<file path="config.mk">
export PLATFORM = sky130hd
export DESIGN_NAME = sqc_top
export DESIGN_NICKNAME = d
export VERILOG_FILES = /design/src/rtl/sqc_pkg.sv /design/src/rtl/sqc_step_rom.sv /design/src/rtl/sqc_timer.sv /design/src/rtl/sqc_xfer.sv /design/src/rtl/sqc_top.sv
export SDC_FILE = /design/constraint.sdc
export NUM_CORES = 1
export LEC_CHECK = 0
export ABC_AREA = 0
export BUFFER_PORTS_ARGS = -buffer_cell sky130_fd_sc_hd__buf_2
export CAP_MARGIN = 20
export CORE_MARGIN = 5
export CORE_UTILIZATION = 60
export DETAILED_ROUTE_END_ITERATION = 10
export MAX_ROUTING_LAYER = met4
export PLACE_DENSITY = 0.9
export SETUP_SLACK_MARGIN = 0.15
export SLEW_MARGIN = 15
export SYNTH_ARGS = -nofsm -noshare
export SYNTH_HDL_FRONTEND = slang
export SYNTH_SLANG_ARGS = --single-unit
</file>
<file path="constraint.sdc">
create_clock -name clk -period 4.65 [get_ports clk]
set_input_delay 0.93 -clock clk [delete_from_list [all_inputs] [get_ports clk]]
set_output_delay 0.93 -clock clk [all_outputs]
set_load 0.01 [all_outputs]
</file>
<file path="src/rtl/sqc_pkg.sv">
package sqc_pkg;

    localparam int NUM_STEPS = 13;

    localparam logic [6:0] A_CTRL0  = 7'h0D;
    localparam logic [6:0] A_SRESET = 7'h10;
    localparam logic [6:0] A_OFFS   = 7'h35;
    localparam logic [6:0] A_GAIN   = 7'h33;
    localparam logic [6:0] A_CTRL3  = 7'h21;
    localparam logic [6:0] A_BW     = 7'h20;
    localparam logic [6:0] A_RANGE  = 7'h35;

    localparam logic [7:0] V_SRESET = 8'hB6;
    localparam logic [7:0] V_OFFS   = 8'h81;
    localparam logic [7:0] V_GAIN   = 8'h81;
    localparam logic [7:0] V_CTRL3  = 8'hFF;
    localparam logic [7:0] V_INTEN  = 8'h02;
    localparam logic [7:0] M_WEN    = 8'h10;

    typedef enum logic [1:0] {
        K_WAIT_PRE,
        K_WAIT_POST,
        K_WRITE,
        K_RMW
    } step_kind_e;

    typedef struct packed {
        step_kind_e kind;
        logic [6:0] addr;
        logic [7:0] clr;
        logic [7:0] set;
    } step_t;

endpackage

</file>
<file path="src/rtl/sqc_step_rom.sv">
module sqc_step_rom
    import sqc_pkg::*;
#(
    parameter int SW     = 4,
    parameter int BW_W   = 4,
    parameter int BW_LSB = 4,
    parameter int RG_W   = 3,
    parameter int RG_LSB = 1
) (
    input  logic [SW-1:0]   idx,
    input  logic [BW_W-1:0] bw,
    input  logic [RG_W-1:0] rng,
    output step_t           stp
);
    localparam logic [7:0] BW_MASK = 8'(((1 << BW_W) - 1) << BW_LSB);
    localparam logic [7:0] RG_MASK = 8'(((1 << RG_W) - 1) << RG_LSB);

    always_comb begin
        stp = '{kind: K_WRITE, addr: 7'h00, clr: 8'h00, set: 8'h00};
        case (idx)
            SW'(0):  stp = '{kind: K_WAIT_PRE,  addr: 7'h00,    clr: 8'h00,    set: 8'h00};
            SW'(1):  stp = '{kind: K_RMW,       addr: A_CTRL0,  clr: M_WEN,    set: M_WEN};
            SW'(2):  stp = '{kind: K_WRITE,     addr: A_SRESET, clr: 8'h00,    set: V_SRESET};
            SW'(3):  stp = '{kind: K_WRITE,     addr: A_OFFS,   clr: 8'h00,    set: V_OFFS};
            SW'(4):  stp = '{kind: K_WRITE,     addr: A_GAIN,   clr: 8'h00,    set: V_GAIN};
            SW'(5):  stp = '{kind: K_WRITE,     addr: A_CTRL3,  clr: 8'h00,    set: V_CTRL3};
            SW'(6):  stp = '{kind: K_RMW,       addr: A_BW,     clr: BW_MASK,
                             set: 8'(8'(bw) << BW_LSB)};
            SW'(7):  stp = '{kind: K_RMW,       addr: A_RANGE,  clr: RG_MASK,
                             set: 8'(8'(rng) << RG_LSB)};
            SW'(8):  stp = '{kind: K_RMW,       addr: A_CTRL0,  clr: M_WEN,    set: 8'h00};
            SW'(9):  stp = '{kind: K_WAIT_POST, addr: 7'h00,    clr: 8'h00,    set: 8'h00};
            SW'(10): stp = '{kind: K_RMW,       addr: A_CTRL0,  clr: M_WEN,    set: M_WEN};
            SW'(11): stp = '{kind: K_WRITE,     addr: A_CTRL3,  clr: 8'h00,    set: V_INTEN};
            SW'(12): stp = '{kind: K_RMW,       addr: A_CTRL0,  clr: M_WEN,    set: 8'h00};
            default: ;
        endcase
    end
endmodule

</file>
<file path="src/rtl/sqc_timer.sv">
module sqc_timer #(
    parameter int W = 14
) (
    input  logic         clk,
    input  logic         rst_n,
    input  logic         load,
    input  logic [W-1:0] val,
    output logic         zero
);
    logic [W-1:0] cnt_d, cnt_q;

    always_comb begin
        cnt_d = cnt_q;
        if (load)
            cnt_d = val;
        else if (cnt_q != '0)
            cnt_d = cnt_q - W'(1);
    end

    always_ff @(posedge clk) begin
        if (!rst_n) cnt_q <= '0;
        else        cnt_q <= cnt_d;
    end

    assign zero = (cnt_q == '0);
endmodule

</file>
<file path="src/rtl/sqc_xfer.sv">
module sqc_xfer #(
    parameter int GAP_CYC = 2
) (
    input  logic       clk,
    input  logic       rst_n,
    input  logic       go,
    input  logic       rnw,
    input  logic [6:0] addr,
    input  logic [7:0] wdata,
    output logic       idle,
    output logic       xdone,
    output logic       xfail,
    output logic [7:0] rdata,
    output logic       cs_n,
    output logic       b_start,
    output logic [7:0] b_tx,
    input  logic       b_done,
    input  logic       b_fail,
    input  logic [7:0] b_rx
);
    localparam int GW = $clog2(GAP_CYC + 1) + 1;
    localparam int HW = $clog2(GAP_CYC + 1) + 2;

    typedef enum logic [1:0] { X_IDLE, X_HDR, X_DAT, X_GAP } xst_e;

    typedef struct packed {
        xst_e          st;
        logic          cs_n;
        logic          start;
        logic [7:0]    tx;
        logic          rnw;
        logic [7:0]    wdata;
        logic [7:0]    rdata;
        logic          fail;
        logic          done;
        logic [GW-1:0] cnt;
    } xreg_t;

    xreg_t x_d, x_q;

    always_comb begin
        x_d       = x_q;
        x_d.start = 1'b0;
        x_d.done  = 1'b0;
        case (x_q.st)
            X_IDLE: if (go) begin
                x_d.st    = X_HDR;
                x_d.cs_n  = 1'b0;
                x_d.start = 1'b1;
                x_d.tx    = {rnw, addr};
                x_d.rnw   = rnw;
                x_d.wdata = wdata;
                x_d.fail  = 1'b0;
            end
            X_HDR: if (b_done) begin
                if (b_fail) begin
                    x_d.fail = 1'b1;
                    x_d.cs_n = 1'b1;
                    x_d.cnt  = '0;
                    x_d.st   = X_GAP;
                end else begin
                    x_d.start = 1'b1;
                    x_d.tx    = x_q.rnw ? 8'h00 : x_q.wdata;
                    x_d.st    = X_DAT;
                end
            end
            X_DAT: if (b_done) begin
                x_d.fail = b_fail;
                if (!b_fail && x_q.rnw) x_d.rdata = b_rx;
                x_d.cs_n = 1'b1;
                x_d.cnt  = '0;
                x_d.st   = X_GAP;
            end
            X_GAP: begin
                if (x_q.cnt >= GW'(GAP_CYC - 1)) begin
                    x_d.done = 1'b1;
                    x_d.st   = X_IDLE;
                end else begin
                    x_d.cnt = x_q.cnt + GW'(1);
                end
            end
            default: x_d.st = X_IDLE;
        endcase
    end

    always_ff @(posedge clk) begin
        if (!rst_n) begin
            x_q      <= '0;
            x_q.st   <= X_IDLE;
            x_q.cs_n <= 1'b1;
        end else begin
            x_q <= x_d;
        end
    end

    assign idle    = (x_q.st == X_IDLE);
    assign xdone   = x_q.done;
    assign xfail   = x_q.fail;
    assign rdata   = x_q.rdata;
    assign cs_n    = x_q.cs_n;
    assign b_start = x_q.start;
    assign b_tx    = x_q.tx;

    // cycles chip select has been high, saturating
    logic [HW-1:0] hi_q;
    always_ff @(posedge clk) begin
        if (!rst_n)             hi_q <= '0;
        else if (!x_q.cs_n)     hi_q <= '0;
        else if (hi_q != '1)    hi_q <= hi_q + HW'(1);
    end

    AST_CS_GAP: assert property (@(posedge clk) disable iff (!rst_n)
        $fell(cs_n) |-> (hi_q >= HW'(GAP_CYC)));
    AST_START_IN_CS: assert property (@(posedge clk) disable iff (!rst_n)
        b_start |-> !cs_n);
    AST_DONE_CS_HIGH: assert property (@(posedge clk) disable iff (!rst_n)
        xdone |-> cs_n);
endmodule

</file>
<file path="src/rtl/sqc_top.sv">
module sqc_top
    import sqc_pkg::*;
#(
    parameter int PRE_WAIT  = 4000,
    parameter int POST_WAIT = 10000,
    parameter int CS_GAP    = 2,
    parameter int MAX_TRIES = 8,
    parameter int BW_W      = 4,
    parameter int BW_LSB    = 4,
    parameter int RG_W      = 3,
    parameter int RG_LSB    = 1
) (
    input  logic            clk,
    input  logic            rst_n,
    input  logic            start,
    input  logic [BW_W-1:0] bw_code,
    input  logic [RG_W-1:0] range_code,
    output logic            busy,
    output logic            done,
    output logic            err,
    output logic            spi_cs_n,
    output logic            spi_byte_start,
    output logic [7:0]      spi_byte_tx,
    input  logic            spi_byte_done,
    input  logic            spi_byte_fail,
    input  logic [7:0]      spi_byte_rx
);
    localparam int SW   = $clog2(NUM_STEPS + 1);
    localparam int TW   = $clog2(MAX_TRIES + 1);
    localparam int DMAX = (PRE_WAIT > POST_WAIT) ? PRE_WAIT : POST_WAIT;
    localparam int DW   = $clog2(DMAX + 1);

    typedef enum logic [2:0] { S_IDLE, S_STEP, S_DLY, S_READ, S_WRITE } st_e;

    typedef struct packed {
        st_e             st;
        logic [SW-1:0]   step;
        logic [TW-1:0]   tries;
        logic [BW_W-1:0] bw;
        logic [RG_W-1:0] rng;
        logic            go;
        logic            rnw;
        logic [6:0]      addr;
        logic [7:0]      wdata;
        logic            done;
        logic            err;
    } sreg_t;

    sreg_t s_d, s_q;

    step_t         cur;
    logic          x_idle, x_done, x_fail;
    logic [7:0]    x_rdata;
    logic          t_load, t_zero;
    logic [DW-1:0] t_val;

    sqc_step_rom #(.SW(SW), .BW_W(BW_W), .BW_LSB(BW_LSB), .RG_W(RG_W), .RG_LSB(RG_LSB)) u_rom (
        .idx(s_q.step), .bw(s_q.bw), .rng(s_q.rng), .stp(cur)
    );

    sqc_timer #(.W(DW)) u_tmr (
        .clk(clk), .rst_n(rst_n), .load(t_load), .val(t_val), .zero(t_zero)
    );

    sqc_xfer #(.GAP_CYC(CS_GAP)) u_xfer (
        .clk(clk), .rst_n(rst_n),
        .go(s_q.go), .rnw(s_q.rnw), .addr(s_q.addr), .wdata(s_q.wdata),
        .idle(x_idle), .xdone(x_done), .xfail(x_fail), .rdata(x_rdata),
        .cs_n(spi_cs_n), .b_start(spi_byte_start), .b_tx(spi_byte_tx),
        .b_done(spi_byte_done), .b_fail(spi_byte_fail), .b_rx(spi_byte_rx)
    );

    always_comb begin
        s_d      = s_q;
        s_d.go   = 1'b0;
        s_d.done = 1'b0;
        s_d.err  = 1'b0;
        t_load   = 1'b0;
        t_val    = (cur.kind == K_WAIT_PRE) ? DW'(PRE_WAIT) : DW'(POST_WAIT);
        case (s_q.st)
            S_IDLE: if (start) begin
                s_d.bw    = bw_code;
                s_d.rng   = range_code;
                s_d.step  = '0;
                s_d.tries = '0;
                s_d.st    = S_STEP;
            end
            S_STEP: begin
                if (s_q.step == SW'(NUM_STEPS)) begin
                    s_d.done = 1'b1;
                    s_d.st   = S_IDLE;
                end else begin
                    case (cur.kind)
                        K_WAIT_PRE, K_WAIT_POST: begin
                            t_load = 1'b1;
                            s_d.st = S_DLY;
                        end
                        K_WRITE: begin
                            s_d.go    = 1'b1;
                            s_d.rnw   = 1'b0;
                            s_d.addr  = cur.addr;
                            s_d.wdata = cur.set;
                            s_d.st    = S_WRITE;
                        end
                        default: begin
                            s_d.go   = 1'b1;
                            s_d.rnw  = 1'b1;
                            s_d.addr = cur.addr;
                            s_d.st   = S_READ;
                        end
                    endcase
                end
            end
            S_DLY: if (t_zero) begin
                s_d.step = s_q.step + SW'(1);
                s_d.st   = S_STEP;
            end
            S_READ, S_WRITE: if (x_done) begin
                if (x_fail) begin
                    if (s_q.tries == TW'(MAX_TRIES - 1)) begin
                        s_d.err = 1'b1;
                        s_d.st  = S_IDLE;
                    end else begin
                        s_d.tries = s_q.tries + TW'(1);
                        s_d.st    = S_STEP;
                    end
                end else if (s_q.st == S_READ) begin
                    s_d.go    = 1'b1;
                    s_d.rnw   = 1'b0;
                    s_d.addr  = cur.addr;
                    s_d.wdata = (x_rdata & ~cur.clr) | (cur.set & cur.clr);
                    s_d.st    = S_WRITE;
                end else begin
                    s_d.step  = s_q.step + SW'(1);
                    s_d.tries = '0;
                    s_d.st    = S_STEP;
                end
            end
            default: s_d.st = S_IDLE;
        endcase
    end

    always_ff @(posedge clk) begin
        if (!rst_n) begin
            s_q    <= '0;
            s_q.st <= S_IDLE;
        end else begin
            s_q <= s_d;
        end
    end

    assign busy = (s_q.st != S_IDLE);
    assign done = s_q.done;
    assign err  = s_q.err;

    AST_GO_TO_IDLE_ENGINE: assert property (@(posedge clk) disable iff (!rst_n)
        s_q.go |-> x_idle);
    AST_STEP_ADVANCE: assert property (@(posedge clk) disable iff (!rst_n)
        (s_q.step != $past(s_q.step)) |-> (s_q.step == $past(s_q.step) + SW'(1) || s_q.step == '0));
    AST_TRIES_BOUND: assert property (@(posedge clk) disable iff (!rst_n)
        s_q.tries < TW'(MAX_TRIES));
    AST_DONE_ERR_EXCL: assert property (@(posedge clk) disable iff (!rst_n)
        !(done && err));
    AST_END_NOT_BUSY: assert property (@(posedge clk) disable iff (!rst_n)
        (done || err) |-> !busy);
    AST_CODES_HELD: assert property (@(posedge clk) disable iff (!rst_n)
        (busy && $past(busy)) |-> ($stable(s_q.bw) && $stable(s_q.rng)));
endmodule

</file>
==> Yosys cells after proc, flatten, opt, wreduce, memory -nomap -nowiden <==
Cells that the tools add are included.
{ "op_classes": {"addsub": 4, "n_mul": 0, "div": 0, "order_cmp": 1, "n_eq_ne": 41, "shift": 0, "muxes": 52, "n_bitwise": 4, "reduce_logical": 35} }
{ "ops": {"columns": ["operator", "n"], "rows": [
  ["25-bit one-hot mux with 11 select lines", 1],
  ["17-bit 2-to-1 mux", 4],
  ["14-bit 2-to-1 mux", 3],
  ["9-bit one-hot mux with 2 select lines", 2],
  ["17-bit one-hot mux with 2 select lines", 1],
  ["2-bit != test (second input constant)", 13],
  ["4-bit equality test (second input constant)", 6],
  ["3-bit 2-to-1 mux", 8],
  ["8-bit 2-to-1 mux", 3],
  ["21-bit 2-to-1 mux", 1],
  ["4-bit by 3-bit equality test with 1-bit output (second input constant)", 5],
  ["18-bit 2-to-1 mux", 1],
  ["6-bit AND reduction", 3],
  ["8-bit bitwise AND", 2],
  ["5-bit AND reduction", 3],
  ["14-bit logical NOT", 1],
  ["14-bit nonzero test", 1],
  ["14-bit by 1-bit subtractor with 14-bit output (second input constant)", 1],
  ["1-bit 2-to-1 mux", 12],
  ["12-bit 2-to-1 mux", 1],
  ["4-bit 2-to-1 mux", 3],
  ["3-bit one-hot mux with 4 select lines", 1],
  ["4-bit one-hot mux with 3 select lines", 1],
  ["4-bit AND reduction", 3],
  ["34 further kinds", 57]
]} }
{ "totals": {"regBits": 85, "latch_bits": 0, "mem_bits_rw": 0, "romBits": 0, "in_bits": 20, "output_inout_bits": 13, "wordCells": 159, "memories": 0} }

==> Logic depth before layout (Yosys ltp) <==
{ "depth": {"ltp_word": 10, "mapped_depth": 9, "mapped_depth_nobuf": 7} }

==> By module <==
Synthesis repeated with hierarchy kept, for this count alone.
{ "hier_totals": {"cells_unflattened": 589, "area_unflattened_um2": 4812.1} }
{ "modules_own_cells": {"columns": ["module", "instances", "cells_each", "area_each_um2", "seq_area_each_um2"], "rows": [
  ["sqc_top", 1, 224, 1899.3, 740.7],
  ["sqc_xfer", 1, 199, 1697.9, 680.7],
  ["sqc_timer", 1, 101, 820.8, 280.3],
  ["sqc_step_rom", 1, 65, 394.1, 0.0]
]} }

==> Least setup slack after synthesis <==
No wires, ideal clock.
{ "synth_path": {"path_type": "register -> register", "startpoint": "reg s_q[30] in the netlist's numbering", "endpoint": "reg s_q[10] in the netlist's numbering", "setup_time_ns": 0.126, "t_arrival_ns": 2.081, "t_required_ns": 4.524, "slack_ns": 2.443, "path_stages_with_launch": 10, "n_path_buf": 2, "synth_period_minus_slack_ns": 2.207, "cell_sequence": "dfxtp_1 -> inv_1 -> ha_1 -> buf_2 -> or3b_2 -> a21boi_0 -> o21ai_0 -> and2_1 -> clkbuf_1 -> mux2i_1"} }
{ "synth_between": {"elab_chain_len": 7, "elab_cells_between_ends": 29, "cone_classes": "eq/ne (16); mux (7); reduce/logical (6)"} }
{ "synth_lines": {"columns": ["element", "line_no", "rtl"], "rows": [
  ["from (decl)", "sqc_top.sv:49", "sreg_t s_d, s_q;"],
  ["4-bit equality test or 4-bit by 1-bit equality test with 1-bit output (tied branches)", "sqc_step_rom.sv:20", "case (idx)"],
  ["2-bit OR reduction (no line)", null, null],
  ["25-bit one-hot mux with 11 select lines", "sqc_step_rom.sv:20", null],
  ["2-bit by 1-bit equality test with 1-bit output (tied with other cells)", "sqc_top.sv:93", "case (cur.kind)"],
  ["2-bit OR reduction or 17-bit 2-to-1 mux (tied branches)", "sqc_top.sv:93, sqc_top.sv:119", null],
  ["2-bit != test (no line) or 17-bit 2-to-1 mux (tied branches)", null, null],
  ["6-bit AND reduction (no line) or 17-bit one-hot mux with 2 select lines (tied branches)", null, null]
]} }
Several ways; a longest one is shown, not always the timed one. The select of a mux whose other input is x is not followed.
A chain may end at the register's enable or synchronous reset.

==> Final worst setup path <==
{ "layout_path": {"startpoint": "reg s_q[31] in the netlist's numbering", "endpoint": "reg s_q[13] in the netlist's numbering"} }
The elaborated chain is that of the path after synthesis.

==> flow_summary.yaml <==
timing:
  grt_setup_unrepaired: "no"
  fin_crit_sh_pct: 55.10
  setup_viol: 0
  fmax_ghz: 0.3903
  hold_viol_final: 0
  tightest_slew_ns: 0.9273
  min_period_ns: 2.562
  slew_viol_final: 0
  fin_tns_setup_ns: 0
  fin_skew_ns: 0.01091
  max_slew_margin_pct: 38.04
detailed_routing:
  via_count: 3848
  ant_nets: 0
  wl_mm: 9.675
  drc_errors: 0
  drtPass1Iterations: 5
  drt_first_iter_violations: 366
  viasPerCell: 5.975
  wire_per_inst_um: 15.02
setup_path:
  path_max_fanout: 15
  required_ns: 4.94
  path_class: "reg2reg"
  start_kind: "flip-flop"
  cp_cell_sequence: "inv_1, ha_1, or3b_2, a21boi_0, o21ai_0, and2_1, o21ai_0"
  cp_common_cell: "o21ai_0"
  critPathBufInv: 1
  crit_arrival_ns: 2.85
  end_kind: "flip-flop"
  max_stage_delay_ns: 0.49
  critical_path.slowest_cell: "or3b_2"
  crit_family: "simple AND/OR/NAND/NOR gates"
synthesis:
  synth_area_leader_cell: "dfxtp_1"
  yosysWarnings: 0
  synth_seq_area_share_pct: 39.36
  synth.area.top_cells: "dfxtp_1 (39%), a21oi_1 (7.1%), nand2_1 (7.0%)"
  netlist_area_sq_um: 4273
  synth_edf_count: 0
  ys_seq_elements: 84
  ys.flop_type: "dfxtp_1"
  synth_nets: 569
  synthArstFlopShare_pct: 0
  yosys.area.top_type_share_pct: 39.36
  avgSynthCellArea_sq_um: 7.957
  synth_cell_type_count: 59
  syn_inst: 537
clock_network:
  clock_sinks: 84
  cts_setup_buffers: 0
  cts_buffers: 9
  clk_latency_ns: 0.37
  cts_tree: "done"
  cts_max_path_buffers: 2
  cts_root_buf: "clkbuf_8"
  clk_pin_slew_ns: 0.09
  htreeDepth: 3
  cts-hold-fix-buffers: 0
  cts-resized-gates: 0
run_status:
  status: "complete, no violations"
floorplanning:
  die_width_um: 94.39
  die_h_um: 94.39
  rows: 30
  io_pins: 33
  die_area_sq_um: 8909
  initial_core_util_pct: 62.20
  fp.coreArea_sq_um: 6869
power_and_ir_drop:
  p_leak_nw: 1.674
  powerDensity_nw_per_um2: 543.7
  ir_drop_mv: 0.3294
place:
  numPlacedInstances: 628
  globalplace.congestion: 0.9160
  place_hpwl_mm: 6.658
  portBuffers: 32
grt:
  grt_use_total_pct: 23.10
  grt_max_degree: 34
  grt_first_pass_wirelength_mm: 16.15
  grt_overflow: 0
  grt_pass1_vias: 3426
  antenna_found_initial: 0
cells_and_area:
  syn2layout_area_growth_pct: 7.526
  fin_nets: 575
  antenna-diode-count: 0
  stdcell_count: 644
  final_layout_size_suffix_gt1_share_pct: 10.58
hold_path:
  min_path_type: "reg2reg"
run:
  cap_viol_max_count: 0
-- routing by layer --
layer,part of all wire (%),GRT usage [%],wire (um),vias up
met3,5.9,3.745,569,26
li1,-,-,-,1900
met2,46,35.93,4481,138
met4,2.1,8.544,206,0
met1,46,30.36,4418,1784
met5,0,-,0,-
-- worst register-to-register path, cell delays in order, from the launching register on --
cell and delay, ns:
dfxtp_1 0.40, inv_1 0.09, ha_1 0.35, or3b_2 0.49
a21boi_0 0.31, o21ai_0 0.30, and2_1 0.34, o21ai_0 0.21
-- cell usage after synthesis (3+ instances only) --
| master | n |
|---|---|
| nand2b_1 | 14 |
| nor2b_1 | 10 |
| a22oi_1 | 10 |
| buf_4 | 9 |
| o21bai_1 | 3 |
| o211ai_1 | 6 |
| o21ai_0 | 26 |
| mux2i_1 | 8 |
| xnor2_1 | 9 |
| nor3b_1 | 4 |
| and2_1 | 5 |
| clkbuf_1 | 27 |
| and3_1 | 4 |
| nor3_1 | 14 |
| nor4_1 | 3 |
| nand3_1 | 14 |
| a32oi_1 | 3 |
| inv_1 | 17 |
| nor2_1 | 38 |
| a21oi_1 | 61 |
| nand3b_1 | 8 |
| ha_1 | 12 |
| or3_1 | 3 |
| a31oi_1 | 3 |
| and3b_1 | 3 |
| nand2_1 | 80 |
| dfxtp_1 | 84 |
| or4_1 | 6 |
| a211oi_1 | 9 |
-- power by group --
| group | internal, mW | switching [mW] |
|---|---|---|
| clock network | 0.282 | 0.273 |
| logic | 0.407 | 0.589 |
| registers | 0.843 | 0.105 |
| total | 1.53 | 0.967 |
-- state kept, by name (all words and copies together), names as in the netlist, 8 cells and up --
register and flops:
u_xfer.x_q 14, u_tmr.cnt_q 14, u_xfer.b_tx 8, s_q 34
u_xfer.rdata 8
-- layout by cell type, fill, tap and decap left out, types with 3 or more instances in the layout --
cell / n
o21ai_0: 26
a32oi_1: 3
or3_1: 3
nor3_1: 14
nor3b_1: 4
nor2_1: 38
nor2b_1: 10
buf_2: 32
a31oi_1: 3
a211oi_1: 9
and3b_1: 3
xnor2_1: 9
nand2_1: 80
a21oi_1: 61
and3_1: 4
o211ai_1: 6
o21bai_1: 3
a22oi_1: 10
nand3b_1: 8
nor4_1: 3
clkbuf_8: 11
ha_1: 12
or4_1: 6
nand2b_1: 14
nand3_1: 14
mux2i_1: 8
inv_1: 17
dfxtp_1: 84
and2_1: 5
-- final cells by class --
type	count	area [sq um]
clock buffer	12	155.1
clock inverter	4	56.30
fill	586	2275
inverter	18	67.56
multi-input combinational	397	2346
sequential	84	1682
tap	96	120.1
timing repair buffer	33	167.7
-- cell families (layout without fill, tap and decap cells) --
logic type                 Yosys count  count (layout)  synth area share (%)
xor gates and xnor gates            11              11                 2.255
DFF                                 84              84                 39.36
buffers and inverters               56              67                 5.739
AOI/OAI and AO/OA                  148             148                 21.43
muxes                                9               9                 2.138
and+or+nand+nor                    217             217                 25.56
adders and majority gates           12              12                 3.514
-- per-stage QoR --
stage,hold slack (ns),utilization (%),worst slack (ns),power (mW),cell area [sq um]
3_3_place_gp,0.4419,63.81,1.940,1.891,4383
5_1_grt,0.4600,66.89,1.858,2.664,4594
2_1_floorplan,0.4287,-,2.443,1.759,4273
4_1_cts,0.4552,66.89,2.103,2.482,4594
6_report,0.4565,66.89,2.088,2.498,4594
3_5_place_dp,0.4449,63.81,1.871,1.933,4383
-- path summary, 6_finish.rpt --
path	slack, ns	cells after the start	endpoint	startpoint
max	2.09	7	s_q[13]	s_q[31]
min	0.46	2	u_xfer.x_q[14]	s_q[3]
max reg2reg	2.09	7	s_q[13]	s_q[31]
min reg2reg	0.46	2	u_xfer.x_q[14]	s_q[3]
(Power assumes the default switching activity.)
